--- config.mk ---
export PLATFORM = sky130hd
export DESIGN_NAME = rm_addr_unit
export DESIGN_NICKNAME = d
export VERILOG_FILES = /design/src/rtl/rm_addr_pkg.sv /design/src/rtl/gpr_file.sv /design/src/rtl/ea_decode.sv /design/src/rtl/ea_adder.sv /design/src/rtl/opnd_sel.sv /design/src/rtl/rm_addr_unit.sv
export SDC_FILE = /design/constraint.sdc
export NUM_CORES = 1
export LEC_CHECK = 0
export CORE_AREA = 3 3 195 140
export DETAILED_ROUTE_END_ITERATION = 12
export DIE_AREA = 0 0 198 143
export PLACE_DENSITY = 0.64
export SYNTH_ARGS = -nofsm -noshare
export SYNTH_HDL_FRONTEND = slang
export SYNTH_HIERARCHICAL = 1
export SYNTH_SLANG_ARGS = --single-unit
--- constraint.sdc ---
create_clock -name clk -period 4.1 [get_ports clk]
set_clock_uncertainty 0.1 [all_clocks]
set_input_delay 0.615 -clock clk [delete_from_list [all_inputs] [get_ports clk]]
set_output_delay 0.615 -clock clk [all_outputs]
set_load 0.005 [all_outputs]
--- src/rtl/rm_addr_pkg.sv ---
package rm_addr_pkg;

  localparam int CODE_W = 3;
  localparam int NUM_GPR = 8;

  localparam logic [1:0] MODE_NODISP = 2'b00;
  localparam logic [1:0] MODE_DISP8  = 2'b01;
  localparam logic [1:0] MODE_DISP16 = 2'b10;
  localparam logic [1:0] MODE_REG    = 2'b11;

  localparam logic [CODE_W-1:0] GPR_BX = 3'd3;
  localparam logic [CODE_W-1:0] GPR_BP = 3'd5;
  localparam logic [CODE_W-1:0] GPR_SI = 3'd6;
  localparam logic [CODE_W-1:0] GPR_DI = 3'd7;

  // How an effective address is put together
  typedef struct packed {
    logic              use_base;
    logic [CODE_W-1:0] base_sel;
    logic              use_index;
    logic [CODE_W-1:0] index_sel;
    logic              use_disp;
    logic              short_disp;
  } ea_plan_t;

endpackage

--- src/rtl/gpr_file.sv ---
module gpr_file
  import rm_addr_pkg::*;
#(
  parameter int DATA_W   = 16,
  parameter int NUM_REGS = NUM_GPR,
  parameter int NUM_RD   = 3,
  localparam int IDX_W   = $clog2(NUM_REGS)
) (
  input  logic                           clk,
  input  logic                           rst_n,
  input  logic                           wr_en,
  input  logic [IDX_W-1:0]               wr_idx,
  input  logic [DATA_W-1:0]              wr_data,
  input  logic [NUM_RD-1:0][IDX_W-1:0]   rd_idx,
  output logic [NUM_RD-1:0][DATA_W-1:0]  rd_data
);

  logic [NUM_REGS-1:0][DATA_W-1:0] mem_q;
  logic [NUM_REGS-1:0][DATA_W-1:0] mem_d;
  logic [NUM_REGS-1:0]             mem_ce;

  for (genvar e = 0; e < NUM_REGS; e++) begin : g_entry
    always_comb begin
      mem_ce[e] = wr_en && (wr_idx == IDX_W'(e));
      mem_d[e]  = mem_ce[e] ? wr_data : mem_q[e];
    end

    always_ff @(posedge clk or negedge rst_n) begin
      if (!rst_n) begin
        mem_q[e] <= '0;
      end else if (mem_ce[e]) begin
        mem_q[e] <= mem_d[e];
      end
    end
  end

  for (genvar p = 0; p < NUM_RD; p++) begin : g_rd
    assign rd_data[p] = mem_q[rd_idx[p]];
  end

endmodule

--- src/rtl/ea_decode.sv ---
module ea_decode
  import rm_addr_pkg::*;
(
  input  logic [1:0]        mode,
  input  logic [CODE_W-1:0] rm,
  output ea_plan_t          plan
);

  logic direct_addr;

  always_comb begin
    direct_addr = (mode == MODE_NODISP) && (rm == 3'b110);
    plan = '0;
    unique case (rm)
      3'b000: begin plan.use_base = 1'b1; plan.base_sel = GPR_BX;
                    plan.use_index = 1'b1; plan.index_sel = GPR_SI; end
      3'b001: begin plan.use_base = 1'b1; plan.base_sel = GPR_BX;
                    plan.use_index = 1'b1; plan.index_sel = GPR_DI; end
      3'b010: begin plan.use_base = 1'b1; plan.base_sel = GPR_BP;
                    plan.use_index = 1'b1; plan.index_sel = GPR_SI; end
      3'b011: begin plan.use_base = 1'b1; plan.base_sel = GPR_BP;
                    plan.use_index = 1'b1; plan.index_sel = GPR_DI; end
      3'b100: begin plan.use_index = 1'b1; plan.index_sel = GPR_SI; end
      3'b101: begin plan.use_index = 1'b1; plan.index_sel = GPR_DI; end
      3'b110: begin plan.use_base = !direct_addr; plan.base_sel = GPR_BP; end
      default: begin plan.use_base = 1'b1; plan.base_sel = GPR_BX; end
    endcase
    plan.use_disp   = (mode == MODE_DISP8) || (mode == MODE_DISP16) || direct_addr;
    plan.short_disp = (mode == MODE_DISP8);
  end

endmodule

--- src/rtl/ea_adder.sv ---
module ea_adder
  import rm_addr_pkg::*;
#(
  parameter int DATA_W = 16,
  localparam int SHORT_W = 8
) (
  input  ea_plan_t          plan,
  input  logic [DATA_W-1:0] base_val,
  input  logic [DATA_W-1:0] index_val,
  input  logic [DATA_W-1:0] disp,
  output logic [DATA_W-1:0] addr
);

  logic [DATA_W-1:0] disp_ext;
  logic [DATA_W-1:0] base_term;
  logic [DATA_W-1:0] index_term;
  logic [DATA_W-1:0] disp_term;

  always_comb begin
    disp_ext   = plan.short_disp
               ? {{(DATA_W-SHORT_W){disp[SHORT_W-1]}}, disp[SHORT_W-1:0]}
               : disp;
    base_term  = plan.use_base  ? base_val  : '0;
    index_term = plan.use_index ? index_val : '0;
    disp_term  = plan.use_disp  ? disp_ext  : '0;
    addr       = base_term + index_term + disp_term;
  end

endmodule

--- src/rtl/opnd_sel.sv ---
module opnd_sel
  import rm_addr_pkg::*;
#(
  parameter int DATA_W = 16,
  localparam int HALF_W = DATA_W / 2
) (
  input  logic [CODE_W-1:0] rm,
  input  logic              wide,
  input  logic [DATA_W-1:0] reg_val,
  output logic [CODE_W-1:0] reg_idx,
  output logic              hi_byte,
  output logic [DATA_W-1:0] value
);

  always_comb begin
    hi_byte = !wide && rm[CODE_W-1];
    reg_idx = hi_byte ? {1'b0, rm[CODE_W-2:0]} : rm;
    if (wide) begin
      value = reg_val;
    end else if (hi_byte) begin
      value = {{HALF_W{1'b0}}, reg_val[DATA_W-1:HALF_W]};
    end else begin
      value = {{HALF_W{1'b0}}, reg_val[HALF_W-1:0]};
    end
  end

endmodule

--- src/rtl/rm_addr_unit.sv ---
module rm_addr_unit
  import rm_addr_pkg::*;
#(
  parameter int DATA_W = 16
) (
  input  logic              clk,
  input  logic              rst_n,
  input  logic              wr_en,
  input  logic [2:0]        wr_idx,
  input  logic [DATA_W-1:0] wr_data,
  input  logic              req_valid,
  input  logic [1:0]        req_mod,
  input  logic [2:0]        req_rm,
  input  logic              req_wide,
  input  logic [DATA_W-1:0] req_disp,
  output logic              out_valid,
  output logic              out_is_reg,
  output logic [2:0]        out_reg_idx,
  output logic              out_hi_byte,
  output logic [DATA_W-1:0] out_value,
  output logic [DATA_W-1:0] out_addr
);

  localparam int RD_BASE = 0;
  localparam int RD_INDEX = 1;
  localparam int RD_OPND = 2;
  localparam int NUM_RD = 3;

  ea_plan_t                         plan;
  logic [NUM_RD-1:0][CODE_W-1:0]    rd_idx;
  logic [NUM_RD-1:0][DATA_W-1:0]    rd_data;
  logic [DATA_W-1:0]                ea_addr;
  logic [CODE_W-1:0]                sel_idx;
  logic                             sel_hi;
  logic [DATA_W-1:0]                sel_value;
  logic                             is_reg_mode;

  ea_decode u_decode (
    .mode (req_mod),
    .rm   (req_rm),
    .plan (plan)
  );

  always_comb begin
    rd_idx[RD_BASE]  = plan.base_sel;
    rd_idx[RD_INDEX] = plan.index_sel;
    rd_idx[RD_OPND]  = sel_idx;
  end

  gpr_file #(.DATA_W(DATA_W), .NUM_REGS(NUM_GPR), .NUM_RD(NUM_RD)) u_gpr (
    .clk     (clk),
    .rst_n   (rst_n),
    .wr_en   (wr_en),
    .wr_idx  (wr_idx),
    .wr_data (wr_data),
    .rd_idx  (rd_idx),
    .rd_data (rd_data)
  );

  ea_adder #(.DATA_W(DATA_W)) u_adder (
    .plan      (plan),
    .base_val  (rd_data[RD_BASE]),
    .index_val (rd_data[RD_INDEX]),
    .disp      (req_disp),
    .addr      (ea_addr)
  );

  opnd_sel #(.DATA_W(DATA_W)) u_opnd (
    .rm      (req_rm),
    .wide    (req_wide),
    .reg_val (rd_data[RD_OPND]),
    .reg_idx (sel_idx),
    .hi_byte (sel_hi),
    .value   (sel_value)
  );

  // Next-state logic for the result registers
  logic              valid_d;
  logic              res_ce;
  logic              is_reg_d;
  logic [2:0]        reg_idx_d;
  logic              hi_byte_d;
  logic [DATA_W-1:0] value_d;
  logic [DATA_W-1:0] addr_d;

  always_comb begin
    is_reg_mode = (req_mod == MODE_REG);
    valid_d     = req_valid;
    res_ce      = req_valid;
    is_reg_d    = is_reg_mode;
    reg_idx_d   = is_reg_mode ? sel_idx   : '0;
    hi_byte_d   = is_reg_mode ? sel_hi    : 1'b0;
    value_d     = is_reg_mode ? sel_value : '0;
    addr_d      = is_reg_mode ? '0        : ea_addr;
  end

  always_ff @(posedge clk or negedge rst_n) begin
    if (!rst_n) begin
      out_valid <= 1'b0;
    end else begin
      out_valid <= valid_d;
    end
  end

  always_ff @(posedge clk or negedge rst_n) begin
    if (!rst_n) begin
      out_is_reg  <= 1'b0;
      out_reg_idx <= '0;
      out_hi_byte <= 1'b0;
      out_value   <= '0;
      out_addr    <= '0;
    end else if (res_ce) begin
      out_is_reg  <= is_reg_d;
      out_reg_idx <= reg_idx_d;
      out_hi_byte <= hi_byte_d;
      out_value   <= value_d;
      out_addr    <= addr_d;
    end
  end

endmodule

==> out/results.md <==
| Stage | Metric | This run |
| --- | --- | --- |
| layout | Fill cell instance count of the final layout | 2166 |
| timing | Final Cycle Share | 96.1% |
| pwr | Net Sw Frac | 33.1% |
| synthesis | Mapped Nets | 926 |
| global route | Via count of the first global-routing pass | 7783 |
| synthesis | Post-synthesis cell type with the largest combined area | sky130_fd_sc_hd__dfrtp_1 |
| pwr | Leakage component of the power | 0.00612 µW |
| layout | Synthesis-to-finish area growth | 20.5% |
| floorplan | Height of the chip | 143 µm |
| setup path | Worst path cell trace | buf_2, nand2_4, and2_4, mux4_2, mux2_4, nand2_2, fa_1, inv_1, ha_2, inv_2, fa_2, nand2b_4, a21oi_4, o2111ai_4, a311oi_2, xor2_1, nand2_1, o22ai_2 |
| pwr | Internal power summed over all cells | 4680 µW |
| layout | Largest register FFs | 128 |
| synthesis | Netlist area before placement | 11500 µm² |
| global route | Number of antenna violations at the first check in global routing | 0 |
| placement | I/O Buffers | 82 |
| synthesis | Number of warnings printed during yosys synthesis | 6 |
| clock network | Clock root buffer master | sky130_fd_sc_hd__clkbuf_16 |
| synthesis | Syn Inst Count | 849 |
| layout | Layout cells sized above 1 | 39.6% |
| pwr | Share of total power in the clock network | 24.2% |
| route | Initial detailed-routing violation count | 440 |
| route | Remaining routing DRC violations | 0 |
| synthesis | Number of storage elements in the synthesis netlist | 166 |
| floorplan | Die Wd | 198 µm |
| clock network | H-Tree Depth | 4 |
| clock network | Clock transition at path regs | 0.07 ns |
| clock network | CTS tree | done |
| layout | Register ranked first by flip-flop count | u_gpr/mem_q |
| route | Total via count after detailed routing | 7585 |
| pwr | Total power density per cell area | 507 nW/µm² |
| placement | Estimated wirelength of the detail-placed design | 20900 µm |
| timing | Number of failing hold endpoints at the final stage | 0 |
| synthesis | Post-synth EDFFs | 0 |
| clock network | Clock latency reported for the late side of the worst-skew pair | 0.44 ns |
| global route | First-pass GRT wire length | 46000 µm |
| timing | Final setup margin | 0.160 ns |
| pwr | Power share of the combinational group | 42.7% |
| placement | Routability congestion estimate | 0.867 |
| run | Max capacitance violation total | 0 |
| setup path | Class of the most critical setup path | in -> reg |
| layout | Post-Layout Cell Count | 1328 |
| synthesis | Mean cell area of the mapped netlist | 13.5 µm² |
| setup path | Biggest fanout along the worst timing path | 5 |
| layout | Antenna diode instance count | 0 |
| setup path | Worst EP required | 4.36 ns |
| status | Outcome | finished clean |
| layout | Final Core Density | 54.1% |
| timing | Transition time at the pin with the least slew margin | 0.965 ns |
| timing | Post-layout minimum cycle time | 3.94 ns |
| synthesis | Biggest area contributors in the synthesized netlist | sky130_fd_sc_hd__dfrtp_1 (36%), sky130_fd_sc_hd__mux4_1 (19%), sky130_fd_sc_hd__mux2_2 (17%), sky130_fd_sc_hd__fa_1 (2.8%), sky130_fd_sc_hd__nand2_1 (2.8%) |
| setup path | Data arrival, critical path | 4.20 ns |
| pwr | Sequential cell fraction of total power | 33.1% |
| setup path | Delay of the slowest critical-path stage | 0.52 ns |
| placement | Cells after DPL | 1294 |
| placement | Placement-stage worst setup slack | -0.835 ns |
| setup path | Element type at the critical path start | primary input |
| floorplan | DIE AREA | 28300 µm² |
| global route | Global-route usage over all layers | 21.6% |
| floorplan | Floorplan core area | 25500 µm² |
| floorplan | Initial core utilization | 44.9% |
| timing | Setup violators final | 0 |
| global route | GR Overflow Total | 0 |
| pwr | Worst-case vdd ir drop | 360 µV |
| worst hold path | Hold Path Class | in -> async |
| global route | Maximum number of pins on one net before global-route repair | 97 |
| clock network | CTS hold repair buffers | 0 |
| timing | Max Fclk | 254 MHz |
| synthesis | Most frequently used flop master after synthesis | sky130_fd_sc_hd__dfrtp_1 |
| route | Detailed-routing iteration count for the pre-antenna-repair pass | 5 |
| floorplan | Num rows | 49 |
| clock network | TritonCTS Buffers | 17 |
| setup path | Crit path buf inv count | 3 |
| setup path | Crit. End Element | register |
| setup path | Cell class contributing the biggest share of worst-path delay | adder cells |
| route | Remaining antenna violation count | 0 |
| synthesis | Unique masters post-synth | 59 |
| synthesis | Fraction of synthesized cell area taken by the top area cell type | 36.2% |
| route | Average detailed-routed wire length per instance | 22.3 µm |
| timing | Worst slew margin relative to its limit | 35.6% |
| layout | Top flop regs | u_gpr/mem_q (128), out_addr (16), out_value (16) |
| timing | Pins Over Slew Limit | 0 |
| clock network | TritonCTS sink count | 166 |
| synthesis | Seq/Total Area, Yosys | 36.2% |
| setup path | Critical-path cell with the highest stage delay | sky130_fd_sc_hd__mux4_2 |
| synthesis | Synth async-reset ratio | 100% |
| route | Aggregate routed wire length | 29600 µm |
| clock network | Longest Clk Path Bufs | 2 |
| floorplan | Number of primary I/O pins | 83 |
| pwr | Switching component of the power | 2310 µW |
| route | Vias per Instance | 5.71 |
| layout | Final #Nets | 1061 |
## power by group through the flow
stage / sequential (µW) / clock [µW] / combinational (µW)
CTS: 2310 / 1740 / 2950
global placement: 2330 / 0 / 2850
detailed placement: 2340 / 0 / 2890
floorplan: 2230 / 0 / 1930
global route: 2370 / 1810 / 3260
finish: 2320 / 1690 / 2980
## cell usage in the layout (no fill, tap or decap), types with 4 or more instances in the layout
cell type,instances
sky130_fd_sc_hd__buf_4,89
sky130_fd_sc_hd__mux4_2,15
sky130_fd_sc_hd__buf_12,6
sky130_fd_sc_hd__nor2_1,6
sky130_fd_sc_hd__xor2_1,4
sky130_fd_sc_hd__a21oi_2,4
sky130_fd_sc_hd__mux2_2,175
sky130_fd_sc_hd__and2_2,9
sky130_fd_sc_hd__a21o_1,4
sky130_fd_sc_hd__nand2_2,7
sky130_fd_sc_hd__nor2b_1,11
sky130_fd_sc_hd__mux2_4,10
sky130_fd_sc_hd__o21ai_0,9
sky130_fd_sc_hd__inv_1,71
sky130_fd_sc_hd__mux4_1,81
sky130_fd_sc_hd__xnor2_1,9
sky130_fd_sc_hd__nand2_1,78
sky130_fd_sc_hd__clkbuf_16,17
sky130_fd_sc_hd__ha_1,13
sky130_fd_sc_hd__o22ai_2,10
sky130_fd_sc_hd__inv_6,6
sky130_fd_sc_hd__fa_1,15
sky130_fd_sc_hd__o22ai_1,26
sky130_fd_sc_hd__a21oi_1,8
sky130_fd_sc_hd__dfrtp_1,166
sky130_fd_sc_hd__clkdlybuf4s50_1,76
## through the flow
stage / TNS (ns) / cell area (µm²) / hold WS [ns] / power, µW
3_5_place_dp: -7.74 / 13100 / 0.419 / 5230
6_report: 0 / 13800 / 0.148 / 7000
3_3_place_gp: -6.53 / 13100 / 0.402 / 5180
2_1_floorplan: 0 / 11500 / 0.219 / 4170
4_1_cts: -0.00134 / 13800 / 0.182 / 7000
5_1_grt: -0.00315 / 13800 / 0.212 / 7450
## metal layers
metal / global-route usage, % / vias to the layer above / part of all wire [%]
met4: 4.76 / 0 / 1.4
met5: 0 / - / 0
met2: 32.8 / 208 / 44
met1: 31.1 / 3888 / 48
met3: 6.30 / 33 / 6.8
li1: - / 3456 / -
## area by class of cell
class                      count  area (µm²)  area share, %
sequential                   166        4150           30.1
tap                          331         414           3.00
inverter                      73         274           1.98
clock inverter                15         189           1.37
clock buffer                  17         425           3.08
timing repair buffer         179        1630           11.8
multi-input combinational    547        6720           48.7
## path summary, 6_finish.rpt
path / startpoint / end / slack [ns] / cells past startpoint
hold reg to reg: out_value[2]$_DFFE_PN0P_ / out_value[2]$_DFFE_PN0P_ / 0.42 / 2
max in group asynchronous: rst_n / out_reg_idx[1]$_DFFE_PN0P_ / 2.97 / 2
hold / removal: rst_n / out_value[5]$_DFFE_PN0P_ / 0.15 / 1
min in group clk: out_value[2]$_DFFE_PN0P_ / out_value[2]$_DFFE_PN0P_ / 0.42 / 2
setup reg to reg: u_gpr/mem_q[81]$_DFFE_PN0P_ / out_addr[13]$_DFFE_PN0P_ / 0.41 / 15
setup / recovery: req_rm[1] / out_addr[13]$_DFFE_PN0P_ / 0.16 / 18
## what timing repair did
action                                  CTS  global route
gates resized for setup                  15            21
buffers inserted                          1             3
gates cloned                              0             0
pin swaps                                13            13
endpoints found under the setup margin    9             8
## cell usage after synthesis, types with 4 or more instances
cell	count
sky130_fd_sc_hd__a21o_1	4
sky130_fd_sc_hd__a21oi_1	11
sky130_fd_sc_hd__and2_1	4
sky130_fd_sc_hd__and2_2	9
sky130_fd_sc_hd__buf_1	9
sky130_fd_sc_hd__buf_2	12
sky130_fd_sc_hd__buf_4	14
sky130_fd_sc_hd__buf_6	17
sky130_fd_sc_hd__clkbuf_1	7
sky130_fd_sc_hd__dfrtp_1	166
sky130_fd_sc_hd__fa_1	16
sky130_fd_sc_hd__ha_1	16
sky130_fd_sc_hd__inv_1	73
sky130_fd_sc_hd__mux2_2	176
sky130_fd_sc_hd__mux2_4	9
sky130_fd_sc_hd__mux4_1	84
sky130_fd_sc_hd__mux4_2	12
sky130_fd_sc_hd__nand2_1	85
sky130_fd_sc_hd__nor2_1	6
sky130_fd_sc_hd__nor2b_1	11
sky130_fd_sc_hd__o21ai_0	11
sky130_fd_sc_hd__o22ai_1	26
sky130_fd_sc_hd__o22ai_2	10
sky130_fd_sc_hd__xnor2_1	9
sky130_fd_sc_hd__xor2_1	4
## worst reg2reg max path: stages (launching register included)
cell	delay (ns)
sky130_fd_sc_hd__dfrtp_1	0.41
sky130_fd_sc_hd__mux4_2	0.48
sky130_fd_sc_hd__mux2_4	0.28
sky130_fd_sc_hd__nand2_2	0.06
sky130_fd_sc_hd__fa_1	0.40
sky130_fd_sc_hd__inv_1	0.07
sky130_fd_sc_hd__ha_2	0.17
sky130_fd_sc_hd__inv_2	0.04
sky130_fd_sc_hd__fa_2	0.38
sky130_fd_sc_hd__nand2b_4	0.16
sky130_fd_sc_hd__a21oi_4	0.20
sky130_fd_sc_hd__o2111ai_4	0.16
sky130_fd_sc_hd__a311oi_2	0.31
sky130_fd_sc_hd__xor2_1	0.16
sky130_fd_sc_hd__nand2_1	0.08
sky130_fd_sc_hd__o22ai_2	0.13
## logic make-up (layout without fill, tap and decap cells)
family                     after synthesis  in the layout  synth area share, %
xor gates and xnor gates                13             13                0.994
DFF                                    166            166                 36.2
adders and majority gates               32             32                 4.54
buffers and inverters                  136            284                 6.33
muxes                                  282            282                 40.2
AOI/OAI and AO/OA                       80             80                 5.25
and+or+nand+nor                        140            140                 6.45
Note: power is estimated with default switching activity, not from simulation.
